**config.mk**
```make
export PLATFORM = sky130hd
export DESIGN_NAME = swmap_sched
export DESIGN_NICKNAME = d
export VERILOG_FILES = /design/src/rtl/swmap_pkg.sv /design/src/rtl/swmap_slot_timer.sv /design/src/rtl/swmap_buf_rotor.sv /design/src/rtl/swmap_phase_dec.sv /design/src/rtl/swmap_sched.sv
export SDC_FILE = /design/constraint.sdc
export NUM_CORES = 1
export LEC_CHECK = 0
export CORE_MARGIN = 1.5
export CORE_UTILIZATION = 41
export CTS_CLUSTER_SIZE = 25
export DETAILED_ROUTE_END_ITERATION = 10
export PLACE_DENSITY = 0.7
export SYNTH_ARGS = -nofsm -noshare
export SYNTH_HDL_FRONTEND = slang
export SYNTH_SLANG_ARGS = --single-unit
```
**constraint.sdc**
```tcl
create_clock -name clk -period 5.1 [get_ports clk]
set_input_delay 1.02 -clock clk [delete_from_list [all_inputs] [get_ports clk]]
set_output_delay 1.02 -clock clk [all_outputs]
set_load 0.05 [all_outputs]
```
**src/rtl/swmap_pkg.sv**
```systemverilog
package swmap_pkg;

   typedef logic [1:0] bsel_t;

   // advance a three-way buffer select: 0 -> 1 -> 2 -> 0
   function automatic bsel_t bsel_step(input bsel_t b);
      return (b == 2'd2) ? 2'd0 : b + 2'd1;
   endfunction

   // step a three-way buffer select backwards
   function automatic bsel_t bsel_back(input bsel_t b);
      return (b == 2'd0) ? 2'd2 : b - 2'd1;
   endfunction

endpackage

```
**src/rtl/swmap_slot_timer.sv**
```systemverilog
module swmap_slot_timer #(
   parameter int WIN_LEN = 32,
   parameter int WIN_W   = 8
) (
   input  logic                       clk,
   input  logic                       rst_n,
   input  logic                       load_i,
   input  logic [WIN_W-1:0]           win_i,
   output logic                       busy_o,
   output logic [WIN_W-1:0]           slot_o,
   output logic [$clog2(WIN_LEN)-1:0] cyc_o,
   output logic [WIN_W-1:0]           win_o,
   output logic                       adv_o,
   output logic                       done_o
);
   localparam int AW = $clog2(WIN_LEN);
   localparam logic [AW-1:0] CYC_LAST = AW'(WIN_LEN - 1);

   logic             busy_q;
   logic             done_q;
   logic [WIN_W-1:0] slot_q;
   logic [WIN_W-1:0] win_q;
   logic [AW-1:0]    cyc_q;
   logic [WIN_W-1:0] last_slot;
   logic             slot_end;

   assign last_slot = win_q + WIN_W'(3);
   assign slot_end  = busy_q && (cyc_q == CYC_LAST);

   always_ff @(posedge clk) begin
      if (!rst_n) begin
         busy_q <= 1'b0;
         done_q <= 1'b0;
         slot_q <= '0;
         win_q  <= '0;
         cyc_q  <= '0;
      end else begin
         done_q <= 1'b0;
         if (!busy_q) begin
            if (load_i) begin
               busy_q <= 1'b1;
               slot_q <= WIN_W'(1);
               cyc_q  <= '0;
               win_q  <= win_i;
            end
         end else begin
            cyc_q <= cyc_q + AW'(1);
            if (slot_end) begin
               if (slot_q == last_slot) begin
                  busy_q <= 1'b0;
                  done_q <= 1'b1;
               end else begin
                  slot_q <= slot_q + WIN_W'(1);
               end
            end
         end
      end
   end

   assign busy_o = busy_q;
   assign slot_o = slot_q;
   assign cyc_o  = cyc_q;
   assign win_o  = win_q;
   assign adv_o  = slot_end && (slot_q != last_slot);
   assign done_o = done_q;

endmodule

```
**src/rtl/swmap_buf_rotor.sv**
```systemverilog
module swmap_buf_rotor
   import swmap_pkg::*;
(
   input  logic  clk,
   input  logic  rst_n,
   input  logic  load_i,
   input  logic  adv_i,
   output bsel_t gsel_o,
   output logic  odd_o
);
   bsel_t gsel_q;
   logic  odd_q;

   // gsel_q tracks (slot-1) mod 3, odd_q tracks slot parity
   always_ff @(posedge clk) begin
      if (!rst_n) begin
         gsel_q <= 2'd0;
         odd_q  <= 1'b1;
      end else if (load_i) begin
         gsel_q <= 2'd0;
         odd_q  <= 1'b1;
      end else if (adv_i) begin
         gsel_q <= bsel_step(gsel_q);
         odd_q  <= ~odd_q;
      end
   end

   assign gsel_o = gsel_q;
   assign odd_o  = odd_q;

endmodule

```
**src/rtl/swmap_phase_dec.sv**
```systemverilog
module swmap_phase_dec
   import swmap_pkg::*;
#(
   parameter int WIN_LEN = 32,
   parameter int WIN_W   = 8,
   parameter int LEN_W   = 13,
   parameter bit FM_ALT  = 1'b1
) (
   input  logic                       busy_i,
   input  logic [WIN_W-1:0]           slot_i,
   input  logic [$clog2(WIN_LEN)-1:0] cyc_i,
   input  logic [WIN_W-1:0]           win_i,
   input  bsel_t                      gsel_i,
   input  logic                       odd_i,
   output logic                       gen_en_o,
   output bsel_t                      gen_buf_o,
   output logic [LEN_W-1:0]           gen_stage_o,
   output logic                       fwd_en_o,
   output bsel_t                      fwd_buf_o,
   output logic [$clog2(WIN_LEN)-1:0] fwd_addr_o,
   output logic                       fwd_init_o,
   output logic [$clog2(WIN_LEN)-1:0] fm_waddr_o,
   output logic                       dum_en_o,
   output bsel_t                      dum_buf_o,
   output logic [$clog2(WIN_LEN)-1:0] dum_addr_o,
   output logic                       dum_load_o,
   output logic                       dum_term_o,
   output logic                       bwd_en_o,
   output bsel_t                      bwd_buf_o,
   output logic [$clog2(WIN_LEN)-1:0] bwd_addr_o,
   output logic                       bwd_load_o,
   output logic [$clog2(WIN_LEN)-1:0] fm_raddr_o,
   output logic [LEN_W-1:0]           llr_idx_o
);
   localparam int AW    = $clog2(WIN_LEN);
   localparam int IDX_W = WIN_W + AW;

   logic [WIN_W-1:0] w_p1, w_p2;
   logic             gen_act, fwd_act, dum_act, bwd_act, first;
   logic [AW-1:0]    rev;
   logic [IDX_W-1:0] gen_idx, llr_idx;

   assign w_p1  = win_i + WIN_W'(1);
   assign w_p2  = win_i + WIN_W'(2);
   assign first = (cyc_i == '0);
   assign rev   = ~cyc_i;

   // slot windows of the four activities
   assign gen_act = busy_i && (slot_i <= win_i);
   assign fwd_act = busy_i && (slot_i >= WIN_W'(3)) && (slot_i <= w_p2);
   assign dum_act = busy_i && (slot_i >= WIN_W'(3)) && (slot_i <= w_p1);
   assign bwd_act = busy_i && (slot_i >= WIN_W'(4));

   assign gen_idx = {slot_i - WIN_W'(1), rev};
   assign llr_idx = {slot_i - WIN_W'(4), rev};

   // generation
   assign gen_en_o    = gen_act;
   assign gen_buf_o   = gsel_i;
   assign gen_stage_o = gen_act ? gen_idx[LEN_W-1:0] : '0;

   // forward recursion, window slot-2
   assign fwd_en_o   = fwd_act;
   assign fwd_buf_o  = bsel_step(gsel_i);
   assign fwd_addr_o = fwd_act ? cyc_i : '0;
   assign fwd_init_o = fwd_act && first && (slot_i == WIN_W'(3));

   // dummy backward recursion over window slot-1
   assign dum_en_o   = dum_act;
   assign dum_buf_o  = bsel_back(gsel_i);
   assign dum_addr_o = dum_act ? rev : '0;
   assign dum_load_o = dum_act && first;
   assign dum_term_o = busy_i && first && (slot_i == w_p2);

   // backward recursion and LLR output, window slot-3
   assign bwd_en_o   = bwd_act;
   assign bwd_buf_o  = gsel_i;
   assign bwd_addr_o = bwd_act ? rev : '0;
   assign bwd_load_o = bwd_act && first;
   assign llr_idx_o  = bwd_act ? llr_idx[LEN_W-1:0] : '0;

   // forward-metric memory addressing
   generate
      if (FM_ALT) begin : g_fm_alt
         // forward window parity equals slot parity; backward window has the other
         assign fm_waddr_o = !fwd_act ? '0 : (odd_i ? cyc_i : rev);
         assign fm_raddr_o = !bwd_act ? '0 : (odd_i ? cyc_i : rev);
      end else begin : g_fm_plain
         assign fm_waddr_o = fwd_act ? cyc_i : '0;
         assign fm_raddr_o = bwd_act ? rev : '0;
      end
   endgenerate

endmodule

```
**src/rtl/swmap_sched.sv**
```systemverilog
module swmap_sched
   import swmap_pkg::*;
#(
   parameter int WIN_LEN     = 32,
   parameter int MAX_BLK_LEN = 6144,
   parameter bit FM_ALT      = 1'b1,
   parameter int LEN_W       = $clog2(MAX_BLK_LEN + 1),
   parameter int AW          = $clog2(WIN_LEN)
) (
   input  logic             clk,
   input  logic             rst_n,
   input  logic             start_i,
   input  logic [LEN_W-1:0] blk_len_i,
   output logic             busy_o,
   output logic             gen_en_o,
   output logic [1:0]       gen_buf_o,
   output logic [LEN_W-1:0] gen_stage_o,
   output logic             fwd_en_o,
   output logic [1:0]       fwd_buf_o,
   output logic [AW-1:0]    fwd_addr_o,
   output logic             fwd_init_o,
   output logic [AW-1:0]    fm_waddr_o,
   output logic             dum_en_o,
   output logic [1:0]       dum_buf_o,
   output logic [AW-1:0]    dum_addr_o,
   output logic             dum_load_o,
   output logic             dum_term_o,
   output logic             bwd_en_o,
   output logic [1:0]       bwd_buf_o,
   output logic [AW-1:0]    bwd_addr_o,
   output logic             bwd_load_o,
   output logic [AW-1:0]    fm_raddr_o,
   output logic [LEN_W-1:0] llr_idx_o,
   output logic             done_o
);
   localparam int MAX_WIN = MAX_BLK_LEN / WIN_LEN;
   localparam int WIN_W   = $clog2(MAX_WIN + 4);

   generate
      if (WIN_LEN < 2 || (1 << AW) != WIN_LEN) begin : g_bad_win
         $error("WIN_LEN must be a power of two of at least 2");
      end
      if (MAX_BLK_LEN < WIN_LEN) begin : g_bad_blk
         $error("MAX_BLK_LEN must hold at least one window");
      end
      if (LEN_W > WIN_W + AW || AW != $clog2(WIN_LEN)) begin : g_bad_w
         $error("index widths inconsistent with window parameters");
      end
   endgenerate

   logic [LEN_W-1:0] win_full;
   logic             win_ok, accept, busy, adv;
   logic [WIN_W-1:0] win_req, slot, win_q;
   logic [AW-1:0]    cyc;
   bsel_t            gsel;
   logic             odd;

   assign win_full = blk_len_i >> AW;
   assign win_ok   = (win_full != '0) && (win_full <= LEN_W'(MAX_WIN));
   assign win_req  = WIN_W'(win_full);
   assign accept   = start_i && !busy && win_ok;

   swmap_slot_timer #(.WIN_LEN(WIN_LEN), .WIN_W(WIN_W)) u_timer (
      .clk(clk), .rst_n(rst_n), .load_i(accept), .win_i(win_req),
      .busy_o(busy), .slot_o(slot), .cyc_o(cyc), .win_o(win_q),
      .adv_o(adv), .done_o(done_o)
   );

   swmap_buf_rotor u_rotor (
      .clk(clk), .rst_n(rst_n), .load_i(accept), .adv_i(adv),
      .gsel_o(gsel), .odd_o(odd)
   );

   swmap_phase_dec #(.WIN_LEN(WIN_LEN), .WIN_W(WIN_W), .LEN_W(LEN_W), .FM_ALT(FM_ALT)) u_dec (
      .busy_i(busy), .slot_i(slot), .cyc_i(cyc), .win_i(win_q),
      .gsel_i(gsel), .odd_i(odd),
      .gen_en_o(gen_en_o), .gen_buf_o(gen_buf_o), .gen_stage_o(gen_stage_o),
      .fwd_en_o(fwd_en_o), .fwd_buf_o(fwd_buf_o), .fwd_addr_o(fwd_addr_o),
      .fwd_init_o(fwd_init_o), .fm_waddr_o(fm_waddr_o),
      .dum_en_o(dum_en_o), .dum_buf_o(dum_buf_o), .dum_addr_o(dum_addr_o),
      .dum_load_o(dum_load_o), .dum_term_o(dum_term_o),
      .bwd_en_o(bwd_en_o), .bwd_buf_o(bwd_buf_o), .bwd_addr_o(bwd_addr_o),
      .bwd_load_o(bwd_load_o), .fm_raddr_o(fm_raddr_o), .llr_idx_o(llr_idx_o)
   );

   assign busy_o = busy;

   AST_IDLE_QUIET: assert property (@(posedge clk) disable iff (!rst_n)
      !busy_o |-> !gen_en_o && !fwd_en_o && !dum_en_o && !bwd_en_o && !dum_term_o);
   AST_GEN_FWD_APART: assert property (@(posedge clk) disable iff (!rst_n)
      gen_en_o && fwd_en_o |-> gen_buf_o != fwd_buf_o);
   AST_FWD_DUM_APART: assert property (@(posedge clk) disable iff (!rst_n)
      fwd_en_o && dum_en_o |-> fwd_buf_o != dum_buf_o);
   AST_GEN_DUM_APART: assert property (@(posedge clk) disable iff (!rst_n)
      gen_en_o && dum_en_o |-> gen_buf_o != dum_buf_o);
   AST_BWD_ON_GEN: assert property (@(posedge clk) disable iff (!rst_n)
      gen_en_o && bwd_en_o |-> gen_buf_o == bwd_buf_o && gen_stage_o[AW-1:0] == bwd_addr_o);
   AST_FM_SHARE: assert property (@(posedge clk) disable iff (!rst_n)
      fwd_en_o && bwd_en_o && FM_ALT |-> fm_waddr_o == fm_raddr_o);
   AST_FWD_ASCEND: assert property (@(posedge clk) disable iff (!rst_n)
      fwd_en_o && $past(fwd_en_o) && fwd_addr_o != '0 |-> fwd_addr_o == $past(fwd_addr_o) + AW'(1));
   AST_TERM_ALONE: assert property (@(posedge clk) disable iff (!rst_n)
      dum_term_o |-> !dum_en_o && !dum_load_o);
   AST_DONE_AFTER_LAST: assert property (@(posedge clk) disable iff (!rst_n)
      done_o |-> $past(bwd_en_o) && $past(bwd_addr_o) == '0 && !busy_o);

endmodule

```
* Word-level counts from Yosys, hierarchy flattened
Index checks and enable logic that the tools add are counted.
** Word-level totals
- Word-level logic and storage cells :: 80
- Output and inout bits :: 69
- Bits in registers :: 26
** Operators by class
- Bitwise operators :: 4
- Magnitude comparators :: 6
- $add $sub $neg :: 9
- Equality and inequality tests :: 8
- Muxes and demuxes :: 21
- Reduce and logical (&&, ||, !) cells :: 25
** Operators with widths (number)
- 5-bit 2-to-1 mux :: 8
- 8-bit 2-to-1 mux :: 4
- 13-bit 2-to-1 mux :: 2
- 8-bit less-or-equal comparator :: 3
- 8-bit by 1-bit adder with 8-bit output (second input constant) :: 2
- 8-bit by 2-bit adder with 8-bit output (second input constant) :: 2
- 8-bit == test :: 2
- 1-bit logical AND :: 16
- 13-bit nonzero test :: 1
- 8-bit by 2-bit == test with 1-bit output (second input constant) :: 1
- 8-bit by 2-bit >= comparator with 1-bit output (second input constant) :: 1
- 8-bit by 3-bit >= comparator with 1-bit output (second input constant) :: 1
- 8-bit less-or-equal comparator (second input constant) :: 1
- 8-bit != test :: 1
- 8-bit by 1-bit subtractor with 8-bit output (second input constant) :: 1
- 8-bit by 3-bit subtractor with 8-bit output (second input constant) :: 1
- 3-bit AND reduction :: 2
- 5-bit by 1-bit adder with 5-bit output (second input constant) :: 1
- 5-bit == test (second input constant) :: 1
- 5-bit zero test :: 1
- 1-bit 2-to-1 mux :: 5
- 5-bit NOT :: 1
- 2-bit 2-to-1 mux :: 2
- 2-bit != test (second input constant) :: 2
- other kinds (9) :: 11

* Longest topological paths before layout
Gate-level depths: netlist (run 1).
- Word-level depth :: 5
- Depth in mapped cells :: 12
- Gate-level depth less buffers :: 12

* By module
From an unflattened synthesis (run 1), not the netlist that was laid out.
** Unflattened totals
- Cell total of the unflattened synthesis :: 390
- Area total of the unflattened synthesis :: 2904.0 µm²
** By module, submodules not included
- swmap_phase_dec :: cells an instance 212, sequential area each 0.0 µm², instances 1, area an instance 1456.4 µm²
- swmap_slot_timer :: cells an instance 159, sequential area each 460.4 µm², instances 1, area an instance 1271.2 µm²
- swmap_buf_rotor :: cells an instance 12, sequential area each 60.1 µm², instances 1, area an instance 123.9 µm²
- swmap_sched :: cells an instance 7, sequential area each 0.0 µm², instances 1, area an instance 52.6 µm²

* Least setup slack after synthesis (run 1)
OpenSTA, ideal clock, no wires.
- Path type :: register -> output
- From :: register u_timer.win_q[0], in the netlist u_timer.win_o[0]
- To :: output dum_load_o
- Stages on the path, launching flop included :: 11
- Data arrival time :: 3018 ps
- Path slack :: 1062 ps
- Path buffers :: 0
- Data required time :: 4080 ps
- Cell sequence :: dfxtp_1 > ha_1 > nand3_1 > nor3_1 > xnor2_1 > ha_1 > a21o_1 > a21o_1 > o21ai_0 > a21oi_1 > nor3_1
** On the way
- Cells in the longest elaborated chain, start to end :: 4
** Ends and longest elaborated chain
- start, declared :: line swmap_slot_timer.sv:22 : logic [WIN_W-1:0] win_q;
- start signal, assigned :: line swmap_slot_timer.sv:44 : win_q <= win_i;
- 8-bit by 1-bit adder with 8-bit output :: line swmap_phase_dec.sv:43 : assign w_p1 = win_i + WIN_W'(1);
- 8-bit less-or-equal comparator :: line swmap_phase_dec.sv:51 : assign dum_act = busy_i && (slot_i >= WIN_W'(3)) && (slot_i <= w_p1);
- 1-bit logical AND :: line swmap_phase_dec.sv:51
- 1-bit logical AND :: line swmap_phase_dec.sv:72 : assign dum_load_o = dum_act && first;
- end, declared :: line swmap_sched.sv:26 : output logic dum_load_o,
Every way passes these cells.

* Final worst setup path (run 1)
- From :: register u_timer.win_q[1], in the netlist u_timer.win_o[1]
- To :: output fwd_addr_o[3]
** On the way
- Cells in the longest elaborated chain, start to end :: 4
** Ends and longest elaborated chain
- 8-bit by 2-bit adder with 8-bit output :: line swmap_phase_dec.sv:44 : assign w_p2 = win_i + WIN_W'(2);
- 8-bit less-or-equal comparator :: line swmap_phase_dec.sv:50 : assign fwd_act = busy_i && (slot_i >= WIN_W'(3)) && (slot_i <= w_p2);
- 1-bit logical AND :: line swmap_phase_dec.sv:50
- 5-bit 2-to-1 mux :: line swmap_phase_dec.sv:65 : assign fwd_addr_o = fwd_act ? cyc_i : '0;
- end, declared :: line swmap_sched.sv:20 : output logic [AW-1:0] fwd_addr_o,
Every way passes these cells.

==> results of run 1 <==
## flip-flops by register name (all words and copies together) (netlist names)
name            cells
u_timer.slot_o      8
u_timer.cyc_o       5
u_rotor.gsel_o      2
u_timer.done_o      1
u_timer.busy_o      1
u_timer.win_o       8
u_rotor.odd_o       1
## cell usage after synthesis, drive strengths merged, types with 2 or more instances
master / number / area share (%)
nand3b: 2 / 0.49
nand2b: 5 / 1.0
o21a: 6 / 1.5
a211oi: 7 / 2.7
or3: 2 / 0.41
mux2i: 17 / 5.5
ha: 41 / 17
a21oi: 13 / 2.8
and2: 8 / 1.6
and3: 5 / 1.0
xor2: 12 / 3.4
nor2: 50 / 6.1
nor2b: 7 / 1.4
xnor2: 21 / 6.0
clkbuf: 16 / 2.0
nor3: 15 / 2.4
nor4: 3 / 0.81
nand3: 11 / 1.8
nand2: 31 / 3.9
nor3b: 14 / 3.4
nand4: 8 / 1.6
a21o: 7 / 1.7
o21ai: 13 / 2.2
inv: 26 / 3.2
a22o: 2 / 0.57
dfxtp: 26 / 17
buf: 20 / 4.5
## timing repair
item | 4_1_cts | 5_1_grt
endpoints found under the hold margin | 0 | 0
setup endpoints to repair | 0 | 2
resized for setup | 0 | 2
## worst reg2reg max path: stages (launching register included)
cell and delay (ps):
sky130_fd_sc_hd__dfxtp_1 450, sky130_fd_sc_hd__inv_1 160, sky130_fd_sc_hd__ha_1 260, sky130_fd_sc_hd__a21oi_4 230, sky130_fd_sc_hd__xnor2_1 110, sky130_fd_sc_hd__a211oi_1 260
sky130_fd_sc_hd__and4bb_1 520, sky130_fd_sc_hd__nand2_1 130, sky130_fd_sc_hd__o221a_1 220
## cell families (layout without fill, tap and decap cells)
group | Yosys count | count (layout)
buffers and inverters | 62 | 115
adder cells (fa/ha/maj) | 41 | 41
AO/OA/AOI/OAI | 56 | 56
flip-flops | 26 | 26
multiplexers | 17 | 17
XOR/XNOR | 33 | 33
AND/OR/NAND/NOR | 168 | 168
## metrics by stage
step | instances | setup WS (ps) | total power (uW)
2_1_floorplan | 403 | 1060 | 391
3_3_place_gp | 551 | 525 | 447
3_5_place_dp | 551 | 458 | 451
4_1_cts | 555 | 144 | 588
5_1_grt | 555 | 10.2 | 618
6_report | 555 | 192 | 587
## area by class of cell
type,count,area [um2],area share [%]
repair buffers,85,841,21.6
well taps,99,124,3.18
inverters,26,97.6,2.50
clock buffers,4,55.1,1.41
multi-input cells,315,2260,58.0
flip-flops and latches,26,520,13.4
## power by group through the flow
stage          clock network (uW)  logic [uW]  registers, uW
4_1_cts                       142         225            222
3_3_place_gp                    0         221            226
5_1_grt                       152         243            223
6_report                      141         224            222
2_1_floorplan                   0         170            221
3_5_place_dp                    0         224            226
## final timing paths
check | slack, ps | cells past startpoint | to
worst max register to register | 2650 | 8 | u_timer.busy_o
worst min-delay path | 530 | 2 | u_rotor.gsel_o[1]
worst min register to register | 530 | 2 | u_rotor.gsel_o[1]
worst max-delay path | 190 | 13 | fwd_addr_o[3]
## routing by layer
| metal | routed length [um] | vias to the layer above | global-route usage (%) |
|---|---|---|---|
| li1 | - | 1475 | - |
| met1 | 3840 | 1368 | 30.2 |
| met2 | 3790 | 76 | 31.5 |
| met3 | 422 | 7 | 2.10 |
| met4 | 85 | 0 | 5.17 |
| met5 | 0 | - | 0 |
==> results.txt, run 1 <==
The run finished with clean final reports. The worst setup path is captured at an output port. The buffers plus inverters on the worst setup path is 3. The number of DRC markers in iteration 0 came out at 149. Across the run, the number of max-cap violations was 0. The number of clock sinks seen by CTS came out at 26. The tightest min-delay check is of the reg -> reg type. The nature of the critical path startpoint is a flop.

The number of nets produced by synthesis came out at 460. The xor-xnor portion of the synthesized cell area came out at 9.39%. The post-detailed-route wirelength per cell came out at 14.7 um. The minimum clock period after layout came out at 4910 ps.

IR analysis of the VDD net gives a maximum drop of 0.124 mV. The number of nets in the layout is 514. The count of port buffers added during placement is 79. The CTS tree is built. The slew of the pin with the lowest slew margin is 1230 ps. Each instance of the synthesized netlist takes up on average 7.64 um2. The die covers 8040 um2. The die boundary height came out at 89.6 um. Of the total power, the clock network draws 24.0%. The fraction of synthesis flops using an asynchronous set or reset pin came out at 0%.

CTS built an H-tree with a depth of 1. The post-route cell area is 3900 um2. The switching part of the total power is 38.0%. The number of global-route vias before repair came out at 2,592. The core region is 7250 um2. The critical path goes through ha_1 -> nand3_1 -> nor2_1 -> xnor2_1 -> ha_1 -> nand4_1 -> or4_1 -> o21ai_0 -> inv_1 -> a21o_2 -> inv_2 -> and2_1 -> clkdlybuf4s50_1.

The power density over the cells came out at 150 nW/um2. Among cell families on the critical path, the largest total delay comes from simple AND/OR/NAND/NOR gates. The clock tree buffer depth is 2. The post-layout utilization of the core is 53.8%. The worst slew slack as a fraction of its limit is 18.0%. The total setup violations reported at the end of the flow is 0.

The peak clock frequency supported by timing is 204 MHz. From synthesis to final layout, the design area changed by 26.7%. The worst register-to-register path begins at u_timer.win_o[1]. The compound-gate portion of the synthesized area is 13.8%.

The clock root buffer is sky130_fd_sc_hd__clkbuf_8. Tracing the worst setup path back leads to its startpoint at u_timer.win_o[1]. The hold violation count in the final report came out at 0. The internal power is 364 uW.

The maximum number of pins on one net before global-route repair came out at 32. Data on the critical path is required at its endpoint by 4080 ps. Global routing consumed, over all layers together, 20.4% of the routing resources.

The number of slew-limit violations in the final report is 0. The number of remaining DRC errors came out at 0. For this design the top-level I/O count stands at 85. The post-CTS setup buffer count is 0. The number of diodes is 0. For the worst setup path, the data arrival time is 3890 ps. The first global-routing pass estimated 12,900 um of wire. The worst setup skew after layout came out at 6.40 ps. The per-cell via count in the routed design is 5.27. The largest single stage delay on the critical path is 800 ps. The initial antenna violation count is 0. The weighted congestion reported at the end of routability-driven placement is 0.943.

The sequential fraction of design power is 37.8%. The total of hold buffers inserted after clock tree synthesis is 0. During synthesis, Yosys emitted a total of 0 warnings.

The clock transition time at the flip-flop clock pins of the worst setup and hold paths came out at 100 ps. After synthesis the netlist holds a flip-flop and latch count of 26. Counting the buffers created by CTS gives 3. The number of placement rows came out at 31. Final hold analysis gives a worst-case slack of 531 ps.

The aggregate routed wire length is 8150 um. The final global-route overflow total is 0. The share of synthesized cell area in full adder, half adder and majority cells is 16.7%. The critical hold path startpoint is u_rotor.gsel_o[1]. The switching power is 223 uW.

The first-pass detailed-route iteration total came out at 4. The combinational share of power is 38.2%. In the layout the commonest cells are 77 x sky130_fd_sc_hd__clkdlybuf4s50_1, 50 x sky130_fd_sc_hd__nor2_1, 41 x sky130_fd_sc_hd__ha_1, 30 x sky130_fd_sc_hd__nand2_1, 26 x sky130_fd_sc_hd__dfxtp_1. The routed layout has 2,926 vias. The fraction of the mapped netlist area in simple logic gates came out at 28.1%.

By area, the combinational part of the netlist is dominated by simple AND/OR/NAND/NOR gates. For this run, the leading register cell type out of synthesis is sky130_fd_sc_hd__dfxtp_1. The maximum fanout along the worst path came out at 8. The count of unique library cells instantiated by Yosys is 54. Multiplexer cells account for 5.53% of the synthesized area. The clock latency at the later pin of the worst-skew pair came out at 280 ps. The instance count of the mapped netlist came out at 403. Leaving out fill and tap cells, the most frequent cell in the layout is sky130_fd_sc_hd__clkdlybuf4s50_1. The synthesized design contains 0 enable-type register cells. The floorplan step set the die width to 89.6 um. The fraction of layout instances using a drive strength above 1 is 5.70%. The final sum of negative setup slack came out at 0 ps.

The filler cells instantiated in the layout total 718. After synthesis, flip-flops and latches occupy 16.9% of the total area. After detailed placement, the total cell area comes to 3840 um2. The cell with the biggest individual delay on the critical path is sky130_fd_sc_hd__clkdlybuf4s50_1. Setup repair after global routing left no endpoint under its margin. Summed over all cells, the static leakage comes to 0.00160 uW. The effective utilization at floorplan came out at 42.4%. The post-detailed-placement half-perimeter wirelength came out at 6490 um. The period utilization is 96.2%. The cell area that synthesis handed to floorplanning was 3080 um2. The library cell appearing most often on the critical path is sky130_fd_sc_hd__ha_1. In this run the remaining antenna-violating nets after routing total 0.

The kind of critical path is reg -> out.
Power figures use the tool's default switching activity.
==> inputs of run 2 (changes only) <==
--- a/config.mk
+++ b/config.mk
@@ -9,6 +9,7 @@
 export CORE_UTILIZATION = 41
 export CTS_CLUSTER_SIZE = 25
 export DETAILED_ROUTE_END_ITERATION = 10
+export GPL_ROUTABILITY_DRIVEN = 0
 export PLACE_DENSITY = 0.7
 export SYNTH_ARGS = -nofsm -noshare
 export SYNTH_HDL_FRONTEND = slang
==> results of run 2 <==
No change in the layout: final DEF, timing and power equal those of run 1.
==> inputs of run 3 (changes only) <==
--- a/config.mk
+++ b/config.mk
@@ -10,6 +10,7 @@
 export CTS_CLUSTER_SIZE = 25
 export DETAILED_ROUTE_END_ITERATION = 10
 export GPL_ROUTABILITY_DRIVEN = 0
+export GPL_TIMING_DRIVEN = 0
 export PLACE_DENSITY = 0.7
 export SYNTH_ARGS = -nofsm -noshare
 export SYNTH_HDL_FRONTEND = slang
==> results.txt, run 3 (synthesized netlist as in run 1, its figures left out) <==
The run finished with clean final reports. The number of diodes is 0. The die boundary height is 89.6 um.

In this run the remaining antenna-violating nets after routing total 0. The switching part of the total power is 36.3%. Clock-pin slew was measured on the worst setup and hold paths at 100 ps.

The static leakage is 0.00187 uW. The maximum number of pins on one net before global-route repair is 16. The number of global-route vias before repair is 2,795. The period utilization came out at 92.8%. The clock share of power is 28.0%.

The number of DRC markers in iteration 0 is 180. STA classifies the critical path startpoint as a flop. The family with the most delay on the worst path is simple AND/OR/NAND/NOR gates.

The worst-case register-to-register setup slack came out at 2720 ps. The CTS buffer count came out at 3. The kind of capture point of the worst setup path is an output port. The number of slew-limit violations in the final report was 0.

The kind of critical path is reg -> out. The per-cell via count in the routed design came out at 5.20. Setup repair after global routing left no endpoint under its margin. For this design the ratio of total power to cell area is 156 nW/um2. The clock tree buffer depth came out at 2. On the critical path, the stage with the largest delay is an instance of sky130_fd_sc_hd__clkdlybuf4s50_1. The number of placement rows is 31. The top-level port count is 85.

Along the worst path, the maximum fanout reaches 7. The terminus of the critical flop-to-flop path is u_timer.slot_o[6]. The required arrival time at the worst endpoint is 4080 ps.

The number of stages on the worst setup path is 11. For the pin with the worst max-slew slack, the measured transition is 700 ps. The number of max-capacitance violations reported came out at 0.

The total of hold buffers inserted after clock tree synthesis is 0. The total setup violations reported at the end of the flow is 0. The number of clock sinks seen by CTS is 26. After detailed routing, the total wire length is 8900 um.

The first global-routing pass estimated 13,700 um of wire. The post-detailed-placement half-perimeter wirelength came out at 6950 um. The total global-route track usage came out at 22.0%.

The post-CTS setup buffer count came out at 0. The switching power came out at 231 uW. The worst register-to-register path begins at u_timer.win_o[1].

The highest ir drop seen on vdd came out at 0.110 mV. The post-detailed-route wirelength per cell came out at 15.2 um. The hold violation count in the final report came to 0. The worst reg2reg path depth is 9.

The most common cell after layout, fill and taps aside is sky130_fd_sc_hd__clkdlybuf4s50_1. The arrival time of the worst setup path came out at 3710 ps. The post-layout utilization of the core is 56.4%. The initial antenna violation count came out at 0. The clock latency at the later pin of the worst-skew pair came out at 280 ps.

The first-pass detailed-route iteration total came out at 4. The number of remaining DRC errors is 0. Tracing the worst setup path back leads to its startpoint at u_timer.win_o[1]. The sequential fraction of design power came out at 34.0%.

The critical path's largest stage delay came out at 830 ps. The number of nets in the layout came out at 544. The die footprint is 8040 um2. The fraction of layout instances using a drive strength above 1 is 8.23%.

TritonCTS built the clock tree. Relative to the synthesized area, the layout overhead comes to 32.9%. The core region is 7250 um2. The combinational share of power is 38.1%. The worst pin sits at a relative slew slack of 53.3%.

The floorplan step set the die width to 89.6 um. Traced cell by cell, the critical path runs through ha_1 -> nand3_1 -> nor2_1 -> xnor2_1 -> ha_1 -> nand4_1 -> or4_1 -> o21ai_0 -> inv_1 -> a21oi_1 -> clkdlybuf4s50_1. The final sum of negative setup slack is 0 ps. The clock root buffer is sky130_fd_sc_hd__clkbuf_8. The library cell appearing most often on the critical path is sky130_fd_sc_hd__ha_1.

The buffers plus inverters on the worst setup path is 2. The detailed router placed 3,042 vias in this run. In this run the number of H-tree levels came out at 1. The worst hold-check path type is reg -> reg. In this run, post-CTS repair resized a total of 0 instances. The final global-route overflow total came out at 0. The minimum clock period after layout is 4730 ps. In the layout the commonest cells are 68 x sky130_fd_sc_hd__clkdlybuf4s50_1, 50 x sky130_fd_sc_hd__nor2_1, 41 x sky130_fd_sc_hd__ha_1, 30 x sky130_fd_sc_hd__nand2_1, 26 x sky130_fd_sc_hd__dfxtp_1. Following the worst setup path forward leads to its endpoint at fwd_init_o. The effective utilization at floorplan is 42.4%. The worst setup skew after layout is 1.21 ps. Static timing analysis puts the maximum clock frequency at 211 MHz. The internal power is 406 uW. Port buffering added 79 buffers.
==> run 3: worst min path at each step <==
stage / startpoint / end / slack [ps] / cells after the start
detailed placement: u_rotor.gsel_o[1] / u_rotor.gsel_o[1] / 510 / 2
global route: u_rotor.gsel_o[0] / u_rotor.gsel_o[0] / 560 / 2
floorplan: u_timer.win_o[5] / u_timer.win_o[5] / 540 / 2
global placement: u_rotor.gsel_o[0] / u_rotor.gsel_o[0] / 510 / 2
finish: u_rotor.gsel_o[1] / u_rotor.gsel_o[1] / 520 / 2
CTS: u_rotor.gsel_o[1] / u_rotor.gsel_o[1] / 540 / 2
==> run 3: final cells by class <==
class                   count  area, um2
plain buffers              36        199
repair buffers             79        818
inverters                  26       97.6
flip-flops and latches     26        520
fillers                   691       3160
well taps                  99        124
clock inverters             1       30.0
clock buffers               3       41.3
multi-input cells         315       2260
==> run 3: power groups by stage <==
stage | Clock, uW | Combinational, uW | Sequential (uW)
final | 178 | 242 | 216
after CTS | 180 | 242 | 216
after global placement | 0 | 237 | 221
after detailed placement | 0 | 240 | 221
after global routing | 187 | 263 | 217
after floorplan | 0 | 170 | 221
==> run 3: per-layer routing <==
layer / GRT usage (%) / vias up / part of all wire (%)
met4: 4.06 / 0 / 0.79
met1: 31.0 / 1413 / 47
met2: 36.2 / 91 / 47
li1: - / 1532 / -
met3: 2.93 / 6 / 5.5
met5: 0 / - / 0
==> run 3: metrics by stage <==
stage                     area [um2]  power (uW)  worst slack (ps)  hold slack (ps)  std cells
after floorplan                 3080         391              1060              544        403
final                           4090         637               369              523        585
after CTS                       4060         638              60.4              535        585
after global placement          3990         458               421              506        581
after global routing            4090         668               192              558        585
after detailed placement        3990         461               403              507        581
==> run 3: worst reg2reg max path, delay by kind of cell, from the launching register on <==
family                   cells  cell delay, ps
AO/OA/AOI/OAI                2             500
XOR/XNOR                     1             220
adder cells (fa/ha/maj)      1             250
buffers and inverters        2             290
flip-flops                   1             490
multiplexers                 1             220
AND/OR/NAND/NOR              2             340
